===== src/rtl/erase_seq_pkg.sv =====
package erase_seq_pkg;

  typedef enum logic [2:0] {
    ST_IDLE    = 3'd0,
    ST_PULSE   = 3'd1,
    ST_RD_REQ  = 3'd2,
    ST_RD_WAIT = 3'd3,
    ST_PASS    = 3'd4,
    ST_FAIL    = 3'd5
  } seq_state_e;

  function automatic logic is_active(input seq_state_e s);
    return (s == ST_PULSE) || (s == ST_RD_REQ) || (s == ST_RD_WAIT);
  endfunction

endpackage


===== src/rtl/erase_pulse_timer.sv =====
module erase_pulse_timer #(
  parameter int PULSE_CYCLES = 50
) (
  input  logic clk,
  input  logic rst_n,
  input  logic load_i,
  input  logic run_i,
  output logic expired_o
);
  localparam int CW = (PULSE_CYCLES < 2) ? 1 : $clog2(PULSE_CYCLES + 1);
  localparam logic [CW-1:0] RELOAD = CW'(PULSE_CYCLES - 1);

  logic [CW-1:0] remain_q;

  always_ff @(posedge clk) begin
    if (!rst_n) begin
      remain_q <= '0;
    end else if (load_i) begin
      remain_q <= RELOAD;
    end else if (run_i && remain_q != '0) begin
      remain_q <= remain_q - 1'b1;
    end
  end

  assign expired_o = run_i && (remain_q == '0);
endmodule


===== src/rtl/pulse_budget.sv =====
module pulse_budget #(
  parameter int MAX_PULSES = 10
) (
  input  logic clk,
  input  logic rst_n,
  input  logic clear_i,
  input  logic inc_i,
  output logic exhausted_o
);
  localparam int BW = $clog2(MAX_PULSES + 1);
  localparam logic [BW-1:0] LIMIT = BW'(MAX_PULSES);

  logic [BW-1:0] used_q;

  always_ff @(posedge clk) begin
    if (!rst_n) begin
      used_q <= '0;
    end else if (clear_i) begin
      used_q <= '0;
    end else if (inc_i && used_q != LIMIT) begin
      used_q <= used_q + 1'b1;
    end
  end

  assign exhausted_o = (used_q == LIMIT);
endmodule


===== src/rtl/verify_addr_walker.sv =====
module verify_addr_walker #(
  parameter int ADDR_W = 8
) (
  input  logic              clk,
  input  logic              rst_n,
  input  logic              begin_i,
  input  logic [ADDR_W-1:0] begin_addr_i,
  input  logic              step_i,
  output logic [ADDR_W-1:0] addr_o,
  output logic              last_o
);
  logic [ADDR_W-1:0] cur_q;
  logic [ADDR_W-1:0] origin_q;
  logic [ADDR_W-1:0] next_addr;

  // natural modulo wrap from the top address to zero
  assign next_addr = cur_q + 1'b1;

  always_ff @(posedge clk) begin
    if (!rst_n) begin
      cur_q    <= '0;
      origin_q <= '0;
    end else if (begin_i) begin
      cur_q    <= begin_addr_i;
      origin_q <= begin_addr_i;
    end else if (step_i) begin
      cur_q    <= next_addr;
    end
  end

  assign addr_o = cur_q;
  assign last_o = (next_addr == origin_q);
endmodule


===== src/rtl/erase_verify_seq.sv =====
module erase_verify_seq #(
  parameter int ADDR_W       = 8,
  parameter int DATA_W       = 8,
  parameter int PULSE_CYCLES = 50,
  parameter int MAX_PULSES   = 10
) (
  input  logic              clk,
  input  logic              rst_n,
  input  logic              start_i,
  output logic              busy_o,
  output logic              pass_o,
  output logic              fail_o,
  output logic              hv_sel_o,
  output logic              erase_pulse_o,
  output logic              rd_valid_o,
  input  logic              rd_ready_i,
  output logic [ADDR_W-1:0] rd_addr_o,
  input  logic              rsp_valid_i,
  input  logic [DATA_W-1:0] rsp_data_i
);
  import erase_seq_pkg::*;

  localparam logic [DATA_W-1:0] BLANK = {DATA_W{1'b1}};

  seq_state_e        state_q, state_d;
  logic [ADDR_W-1:0] resume_q, resume_d;
  logic [ADDR_W-1:0] cur_addr;
  logic              sweep_last;
  logic              pulse_done;
  logic              budget_out;
  logic              timer_load, budget_clr, budget_inc;
  logic              walk_begin, walk_step;
  logic              active;
  logic              byte_blank;

  assign active     = is_active(state_q);
  assign byte_blank = (rsp_data_i == BLANK);

  erase_pulse_timer #(.PULSE_CYCLES(PULSE_CYCLES)) u_timer (
    .clk       (clk),
    .rst_n     (rst_n),
    .load_i    (timer_load),
    .run_i     (state_q == ST_PULSE),
    .expired_o (pulse_done)
  );

  pulse_budget #(.MAX_PULSES(MAX_PULSES)) u_budget (
    .clk         (clk),
    .rst_n       (rst_n),
    .clear_i     (budget_clr),
    .inc_i       (budget_inc),
    .exhausted_o (budget_out)
  );

  verify_addr_walker #(.ADDR_W(ADDR_W)) u_walker (
    .clk          (clk),
    .rst_n        (rst_n),
    .begin_i      (walk_begin),
    .begin_addr_i (resume_q),
    .step_i       (walk_step),
    .addr_o       (cur_addr),
    .last_o       (sweep_last)
  );

  always_comb begin
    state_d    = state_q;
    resume_d   = resume_q;
    timer_load = 1'b0;
    budget_clr = 1'b0;
    budget_inc = 1'b0;
    walk_begin = 1'b0;
    walk_step  = 1'b0;
    unique case (state_q)
      ST_IDLE, ST_PASS, ST_FAIL: begin
        if (start_i) begin
          state_d    = ST_PULSE;
          resume_d   = '0;
          timer_load = 1'b1;
          budget_clr = 1'b1;
        end
      end
      ST_PULSE: begin
        if (pulse_done) begin
          state_d    = ST_RD_REQ;
          budget_inc = 1'b1;
          walk_begin = 1'b1;
        end
      end
      ST_RD_REQ: begin
        if (rd_ready_i) state_d = ST_RD_WAIT;
      end
      ST_RD_WAIT: begin
        if (rsp_valid_i) begin
          if (byte_blank) begin
            if (sweep_last) begin
              state_d = ST_PASS;
            end else begin
              state_d   = ST_RD_REQ;
              walk_step = 1'b1;
            end
          end else begin
            resume_d = cur_addr;
            if (budget_out) begin
              state_d = ST_FAIL;
            end else begin
              state_d    = ST_PULSE;
              timer_load = 1'b1;
            end
          end
        end
      end
      default: state_d = ST_IDLE;
    endcase
  end

  always_ff @(posedge clk) begin
    if (!rst_n) begin
      state_q  <= ST_IDLE;
      resume_q <= '0;
    end else begin
      state_q  <= state_d;
      resume_q <= resume_d;
    end
  end

  assign busy_o        = active;
  assign hv_sel_o      = active;
  assign pass_o        = (state_q == ST_PASS);
  assign fail_o        = (state_q == ST_FAIL);
  assign erase_pulse_o = (state_q == ST_PULSE);
  assign rd_valid_o    = (state_q == ST_RD_REQ);
  assign rd_addr_o     = cur_addr;
endmodule


===== config.mk =====
export PLATFORM = sky130hd
export DESIGN_NAME = erase_verify_seq
export DESIGN_NICKNAME = d
export VERILOG_FILES = /design/src/rtl/erase_seq_pkg.sv /design/src/rtl/erase_pulse_timer.sv /design/src/rtl/pulse_budget.sv /design/src/rtl/verify_addr_walker.sv /design/src/rtl/erase_verify_seq.sv
export SDC_FILE = /design/constraint.sdc
export NUM_CORES = 1
export LEC_CHECK = 0
export BUFFER_PORTS_ARGS = -buffer_cell sky130_fd_sc_hd__buf_2
export CAP_MARGIN = 20
export CORE_UTILIZATION = 57
export CTS_CLUSTER_DIAMETER = 150
export DETAILED_ROUTE_END_ITERATION = 6
export GPL_ROUTABILITY_DRIVEN = 0
export PLACE_DENSITY = 0.79
export SKIP_CTS_REPAIR_TIMING = 1
export SLEW_MARGIN = 15
export SYNTH_ARGS = -nofsm -noshare
export SYNTH_HDL_FRONTEND = slang
export SYNTH_SLANG_ARGS = --single-unit

===== constraint.sdc =====
create_clock -name clk -period 2.68 [get_ports clk]
set_input_delay 0.536 -clock clk [delete_from_list [all_inputs] [get_ports clk]]
set_output_delay 0.536 -clock clk [all_outputs]
set_load 0.005 [all_outputs]

==> flow_summary.json, run 1 <==
{
  "syn_area_per_cell_sq_um": 8.095,
  "synth_edf_count": 0,
  "grt-ovfl-total": 0,
  "synth_top_family_by_area": "simple AND/OR/NAND/NOR gates",
  "synth_cells": 262,
  "async_flop_share_pct": 0,
  "fin_worst_skew_ns": 0.006496,
  "numClockSinks": 37,
  "dr.pass1.iters": 4,
  "insertion_delay_ns": 0.29,
  "area_delta_synth_final_pct": 12.27,
  "antenna_found_initial": 0,
  "nets": 303,
  "grt_pass1_wl_mm": 8.204,
  "rsz0062_at_grt": "false",
  "slew_viol_final": 0,
  "synth_cell_types": 53,
  "dp_hpwl_mm": 3.421,
  "clockRootBuffer": "clkbuf_8",
  "antenna_cells": 0,
  "max_slew_margin_pct": 50.81,
  "reg2reg_from": "u_walker.addr_o[0]$_SDFFE_PN0P_",
  "period_needed_ns": 2.512,
  "worstPathArrival_ns": 2.72,
  "max_cap_viol_count": 0,
  "routed_via_density": 5.898,
  "row_count": 21,
  "core_sq_um": 3442,
  "vias": 1958,
  "timing.fmax_mhz": 398.0,
  "synthFlopType": "dfxtp_1",
  "synth.net_count": 280,
  "slowest_delay_ns": 0.60,
  "syn_area_sq_um": 2121,
  "worstHoldPathType": "flip-flop to flip-flop",
  "drc_errors": 0,
  "synth_xor_area_share_pct": 7.021,
  "crit_type": "flip-flop to flip-flop",
  "path_cells": "ha_2 -> nand3b_1 -> a22oi_1 -> mux2i_1 -> a2111o_1 -> and4_2 -> nor3_1",
  "yosysSeqAreaShare_pct": 34.93,
  "min_from": "resume_q[5]$_SDFFE_PN0P_",
  "ant_nets": 0,
  "crit_path_end_kind": "flip-flop",
  "setup_viol": 0,
  "synthAdderAreaFrac_pct": 2.950,
  "worst_slew_pin_slew_ns": 0.7286,
  "die_h_um": 63.00,
  "drt-total-wl_mm": 4.776,
  "crit_path_top_delay_cell": "a2111o_1",
  "fin_crit_sh_pct": 93.74,
  "ir_worst_vdd_mv": 0.5639,
  "finalHoldViolCount": 0,
  "cts.clk_slew.worst_paths_ns": 0.07,
  "power.density_nw_per_um2": 837.2,
  "p_total_w": 0.001993,
  "yosysWarnings": 0,
  "drive_above_1_share_pct": 17.83,
  "crit_fanout": 18,
  "die_w_um": 63.00,
  "crit_start": "u_walker.addr_o[0]$_SDFFE_PN0P_",
  "p_leak_nw": 0.9176,
  "cp_data_required_time_ns": 2.89,
  "synthTopCellsByArea": "dfxtp_1 35%, a21boi_0 7.1%, nand2_1 6.0%",
  "grt_pass1_vias": 1821,
  "ys_ff_latch": 37,
  "cts_made_buffers": 5,
  "start_util_pct": 61.61,
  "htreeDepth": 2,
  "synth_top_cell_by_area": "dfxtp_1",
  "final.setup.tns_ns": 0,
  "outcome": "complete, no violations",
  "startpoint_type": "flip-flop",
  "final_common_cell": "dfxtp_1",
  "synth_top_area_share_pct": 34.93,
  "io_buffers": 26,
  "synth-compound-area-share_pct": 21.00,
  "synth-simple-area-share_pct": 27.96,
  "drt_iter0_drc": 166,
  "die-area_sq_um": 3968,
  "fillCellCount": 292,
  "wire_per_inst_um": 14.39,
  "io_pins": 27,
  "grt_max_degree": 20,
  "synth_mux_area_share_pct": 0.9440,
  "holdWs_ns": 0.4741,
  "tritoncts": "built",
  "track_usage_pct": 26.00,
  "mostFrequentLayoutCells": "37 x dfxtp_1, 34 x nand2_1, 26 x buf_2, 20 x a21boi_0, 19 x nor2_1",
  "clock_path_buffers": 2
}
-- final cells by class --
class	count	area [sq um]	share of cell area, %
clock buffers	7	96.34	4.046
clock inverters	1	5.005	0.2102
inverters	5	18.77	0.7882
multi-input cells	202	1272	53.44
flip-flops and latches	37	740.7	31.11
well taps	46	57.56	2.417
repair buffers	34	190.2	7.987
-- synth_stat cells (4+ instances only) --
cell type	number
dfxtp_1	37
nand2_1	34
a21boi_0	20
nor2_1	19
nand3_1	18
clkbuf_1	10
o21ai_0	10
xnor2_1	9
nor3_1	8
xor2_1	8
nand4_1	7
a211oi_1	6
a21oi_1	6
ha_1	5
inv_1	5
nand2b_1	4
-- cells by family (layout without fill, tap and decap cells) --
group           after synthesis  after routing
simple gates                115            115
xor+xnor                     17             17
buf+inv                      23             47
mux                           2              2
flops                        37             37
compound gates               63             63
fa+ha+maj                     5              5
-- metal layers --
layer | GRT usage, % | share of wire, %
met1 | 34.42 | 47
met2 | 40.73 | 46
met3 | 6.022 | 5.3
met4 | 9.593 | 1.7
met5 | 0 | 0
-- sequential cells by signal, indices dropped and copies added, names as in the netlist --
signal and flops:
u_walker.origin_q 8, u_timer.remain_q 6, u_walker.addr_o 8, u_budget.used_q 4, resume_q 8, state_q 3
-- where the power goes --
group | total (W) | switching, W | internal (W)
Sequential | 0.000771 | 0.000132 | 0.000639
Clock | 0.000429 | 0.000197 | 0.000232
Combinational | 0.000793 | 0.000455 | 0.000338
Total | 0.00199 | 0.000784 | 0.00121
-- critical path: cells and delay by family, from the launching register on --
kind                     cells  cell delay [ns]
AO/OA/AOI/OAI                2             0.79
multiplexers                 1             0.10
flip-flops                   1             0.53
adder cells (fa/ha/maj)      1             0.38
AND/OR/NAND/NOR              3             0.62
-- metrics by stage --
step                util [%]  setup WS, ns  area [sq um]  instances
floorplan                  -        0.5380          2121        262
global placement       66.16        0.3075          2277        324
detailed placement     66.16        0.1187          2277        324
CTS                    69.10        0.1134          2379        332
global route           69.17       0.02371          2381        332
finish                 69.17        0.1677          2381        332
-- final timing paths --
check                                    endpoint  slack (ns)  depth (start not counted)
setup / recovery  u_walker.addr_o[3]$_SDFFE_PN0P_        0.17                          7
hold / removal           resume_q[5]$_SDFFE_PN0P_        0.47                          2
setup reg to reg  u_walker.addr_o[3]$_SDFFE_PN0P_        0.17                          7
hold reg to reg          resume_q[5]$_SDFFE_PN0P_        0.47                          2
Note: power is estimated with default switching activity, not from simulation.
==> run 2, diff against run 1 <==
Settings changed: CORE_UTILIZATION 57 to 62, PLACE_DENSITY 0.79 to 0.85.
Clock period 2.68 ns to 2.9 ns, I/O delays scaled along.
==> run 2 against run 1 <==
Count of clock-buffer cells in the layout is the same. Core utilization grew 4.5 points. Register-to-register slack gained 0.24 ns. Sequential power shrank 7.5%. Flip-flop and latch count is the same.
==> flow_summary.json, run 2 (synthesized netlist as in run 1, its figures left out) <==
{
  "outcome": "complete, no violations",
  "dp_slack_ns": 0.4616,
  "p_comb_share_pct": 39.2,
  "wire_per_inst_um": 13.90,
  "final_common_cell": "dfxtp_1",
  "dr.pass1.iters": 4,
  "tritoncts": "built",
  "drive_above_1_share_pct": 15.66,
  "start_util_pct": 67.26,
  "worstHoldPathType": "flip-flop to flip-flop",
  "ant_nets": 0,
  "io_pins": 27,
  "seqPwrFrac_pct": 39.8,
  "grt_pass1_vias": 1677,
  "p_sw_w": 0.0006999,
  "finalHoldViolCount": 0,
  "fin_worst_skew_ns": 0.01221,
  "drt-total-wl_mm": 4.517,
  "slew_viol_final": 0,
  "ir_worst_vdd_mv": 0.6105,
  "crit_fanout": 18,
  "worst_slack_ns": 0.4061,
  "fin_crit_sh_pct": 86.00,
  "area_delta_synth_final_pct": 9.499,
  "cts_made_buffers": 5,
  "vias": 1956,
  "power.density_nw_per_um2": 771.7,
  "htreeDepth": 2,
  "fillCellCount": 253,
  "insertion_delay_ns": 0.35,
  "worstPathArrival_ns": 2.77,
  "period_needed_ns": 2.494,
  "clock_path_buffers": 2,
  "startpoint_type": "flip-flop",
  "cp_data_required_time_ns": 3.18,
  "power.share.clock_pct": 21.0,
  "final.setup.tns_ns": 0,
  "cts.clk_slew.worst_paths_ns": 0.11,
  "placed_area_sq_um": 2237,
  "p_sw_share_pct": 39.06,
  "stdcell_count": 325,
  "core_sq_um": 3153,
  "grt_pass1_wl_mm": 7.355,
  "antenna_cells": 0,
  "p_int_w": 0.001092,
  "drt_iter0_drc": 141,
  "die_w_um": 60.49,
  "io_buffers": 26,
  "max_slew_margin_pct": 51.99,
  "setup_viol": 0,
  "dpl.cell_count": 317,
  "numClockSinks": 37,
  "p_leak_nw": 0.8854,
  "rsz0062_at_grt": "false",
  "p_total_w": 0.001792,
  "die-area_sq_um": 3658,
  "final_area_sq_um": 2322,
  "routed_via_density": 6.018,
  "clockRootBuffer": "clkbuf_4",
  "antenna_found_initial": 0,
  "nets": 298,
  "crit_type": "flip-flop to flip-flop",
  "grt-ovfl-total": 0,
  "crit_path_end_kind": "flip-flop",
  "worst_slew_pin_slew_ns": 0.7112,
  "die_h_um": 60.49,
  "mostFrequentLayoutCells": "37 x dfxtp_1, 34 x nand2_1, 26 x buf_2, 20 x a21boi_0, 19 x nor2_1",
  "max_cap_viol_count": 0,
  "track_usage_pct": 27.03,
  "dp_hpwl_mm": 3.270,
  "drc_errors": 0,
  "grt_max_degree": 38,
  "row_count": 20,
  "timing.fmax_mhz": 401.0
}
## run 2: worst paths after layout
| check | from | to | slack [ns] | depth (start not counted) |
|---|---|---|---|---|
| worst max-delay path | u_walker.addr_o[0]$_SDFFE_PN0P_ | u_walker.addr_o[6]$_SDFFE_PN0P_ | 0.41 | 6 |
| worst min-delay path | resume_q[7]$_SDFFE_PN0P_ | u_walker.origin_q[7]$_SDFFE_PN0P_ | 0.47 | 2 |
| worst max register to register | u_walker.addr_o[0]$_SDFFE_PN0P_ | u_walker.addr_o[6]$_SDFFE_PN0P_ | 0.41 | 6 |
| worst min register to register | resume_q[7]$_SDFFE_PN0P_ | u_walker.origin_q[7]$_SDFFE_PN0P_ | 0.47 | 2 |
## run 2: metrics by stage
stage	util, %	hold slack (ns)
5_1_grt	73.65	0.5041
4_1_cts	73.65	0.4700
3_3_place_gp	70.95	0.4659
3_5_place_dp	70.95	0.4698
6_report	73.65	0.4698
2_1_floorplan	-	0.4511
## run 2: worst max-delay path, stage by stage, from the launching register on
cell and delay [ns]:
dfxtp_1 0.51, ha_1 0.44, nand2_1 0.12, o211a_1 0.24, a2111o_1 0.64, and4_2 0.33, nor3_1 0.15
## run 2: final cells by class
| cell class | count | area, sq um | area share, % |
|---|---|---|---|
| Multi-Input combinational cell | 202 | 1270 | 54.69 |
| Clock buffer | 7 | 55.05 | 2.371 |
| Timing Repair Buffer | 29 | 152.6 | 6.573 |
| Clock inverter | 1 | 30.03 | 1.293 |
| Tap cell | 44 | 55.05 | 2.371 |
| Sequential cell | 37 | 740.7 | 31.90 |
| Inverter | 5 | 18.77 | 0.8082 |
## run 2: power by group through the flow
stage	Sequential [W]	Combinational, W	Clock [W]
5_1_grt	0.000733	0.000798	0.000406
3_5_place_dp	0.000723	0.000698	0
4_1_cts	0.000710	0.000701	0.000384
3_3_place_gp	0.000720	0.000687	0
2_1_floorplan	0.000679	0.000568	0
6_report	0.000713	0.000702	0.000377
## run 2: layer usage
metal	global-route usage (%)	wire length, um
met1	33.64	1966
met2	46.00	2254
met3	6.610	241
met4	8.766	54
met5	0	0
==> run 3, diff against run 2 <==
Settings changed: RECOVER_POWER from default to 100.
==> run 3 against run 2 <==
Power down 0.49%. Core utilization down 0.52 points. Register-to-register slack worse by 0.07 ns. Die area unchanged. Clock skew down 0.00052 ns. Final cell count unchanged.
==> flow_summary.json, run 3 (synthesized netlist as in run 1, its figures left out) <==
{
  "outcome": "complete, no violations",
  "cts_made_buffers": 5,
  "drive_above_1_share_pct": 11.74,
  "clock_path_buffers": 2,
  "fin_crit_sh_pct": 88.38,
  "power.density_nw_per_um2": 773.3,
  "track_usage_pct": 27.03,
  "crit_path_end_kind": "flip-flop",
  "grt-ovfl-total": 0,
  "cts.clk_slew.worst_paths_ns": 0.11,
  "timing.fmax_mhz": 390.1,
  "drt-total-wl_mm": 4.555,
  "nets": 298,
  "crit_start": "u_timer.remain_q[2]$_SDFFE_PP0P_",
  "clockRootBuffer": "clkbuf_4",
  "grt_pass1_vias": 1677,
  "p_sw_w": 0.0007048,
  "row_count": 20,
  "antenna_cells": 0,
  "p_comb_share_pct": 38.8,
  "crit_fanout": 16,
  "io_buffers": 26,
  "numClockSinks": 37,
  "mostFrequentLayoutCells": "37 x dfxtp_1, 34 x nand2_1, 20 x a21boi_0, 19 x nor2_1, 18 x nand3_1",
  "seqPwrFrac_pct": 40.1,
  "cp_data_required_time_ns": 3.17,
  "min_from": "resume_q[7]$_SDFFE_PN0P_",
  "drt_iter0_drc": 157,
  "drc_errors": 0,
  "power.share.clock_pct": 21.2,
  "grt_max_degree": 38,
  "antenna_found_initial": 0,
  "max_slew_margin_pct": 47.18,
  "dp_slack_ns": 0.4616,
  "routed_via_density": 5.972,
  "ant_nets": 0,
  "p_sw_share_pct": 39.53,
  "worstPathArrival_ns": 2.83,
  "wire_per_inst_um": 14.02,
  "finalHoldViolCount": 0,
  "p_int_w": 0.001078,
  "setup_viol": 0,
  "grt_pass1_wl_mm": 7.355,
  "start_util_pct": 67.26,
  "die_w_um": 60.49,
  "core_sq_um": 3153,
  "dp_hpwl_mm": 3.270,
  "vias": 1941,
  "final_common_cell": "dfxtp_1",
  "worst_slew_pin_slew_ns": 0.7918,
  "worst_slack_ns": 0.3368,
  "crit_type": "flip-flop to flip-flop",
  "insertion_delay_ns": 0.35,
  "worstHoldPathType": "flip-flop to flip-flop",
  "final.setup.tns_ns": 0,
  "die_h_um": 60.49,
  "fillCellCount": 259,
  "reg2reg_from": "u_timer.remain_q[2]$_SDFFE_PP0P_",
  "area_delta_synth_final_pct": 8.731,
  "ir_worst_vdd_mv": 0.6117,
  "rsz0062_at_grt": "false",
  "tritoncts": "built",
  "io_pins": 27,
  "htreeDepth": 2,
  "dr.pass1.iters": 4,
  "fin_worst_skew_ns": 0.01169,
  "slew_viol_final": 0,
  "die-area_sq_um": 3658,
  "startpoint_type": "flip-flop",
  "p_leak_nw": 0.8366,
  "period_needed_ns": 2.563,
  "max_cap_viol_count": 0
}
==> run 3: layout make-up <==
class                      instances  area, sq um  share of cell area [%]
multi-input combinational        202         1270                   55.07
sequential                        37        740.7                   32.12
timing repair buffer              29        136.4                   5.914
clock buffer                       7        55.05                   2.387
tap                               44        55.05                   2.387
clock inverter                     1        30.03                   1.302
inverter                           5        18.77                  0.8139
==> run 3: path summary, 6_finish.rpt <==
check,slack (ns),end,cells past startpoint
max,0.34,u_walker.addr_o[4]$_SDFFE_PN0P_,6
min,0.47,u_walker.origin_q[7]$_SDFFE_PN0P_,2
max reg2reg,0.34,u_walker.addr_o[4]$_SDFFE_PN0P_,6
min reg2reg,0.47,u_walker.origin_q[7]$_SDFFE_PN0P_,2
==> run 3: power groups by stage <==
stage | clock, W | sequential (W) | combinational, W
2_1_floorplan | 0 | 0.000679 | 0.000568
3_3_place_gp | 0 | 0.000720 | 0.000687
3_5_place_dp | 0 | 0.000723 | 0.000698
4_1_cts | 0.000384 | 0.000710 | 0.000701
5_1_grt | 0.000406 | 0.000734 | 0.000785
6_report | 0.000378 | 0.000714 | 0.000691
==> run 3: metal layers <==
metal,wire length [um],vias up,GRT usage (%)
li1,-,985,-
met1,2074,904,33.64
met2,2219,44,46.00
met4,64,0,8.766
met3,197,8,6.610
met5,0,-,0
==> run 3: through the flow <==
stage	hold slack [ns]	power [W]	utilization, %	instances	cell area (sq um)
2_1_floorplan	0.4511	0.001247	-	262	2121
6_report	0.4689	0.001783	73.13	325	2306
3_3_place_gp	0.4659	0.001407	70.95	317	2237
5_1_grt	0.5041	0.001925	73.13	325	2306
3_5_place_dp	0.4698	0.001420	70.95	317	2237
4_1_cts	0.4700	0.001796	73.65	325	2322
==> run 3: critical path: stages, from the launching register on <==
cell	delay [ns]
dfxtp_1	0.36
or3_1	0.37
nor3b_1	0.37
and2_0	0.70
clkbuf_1	0.37
a311oi_1	0.10
nor3_1	0.23
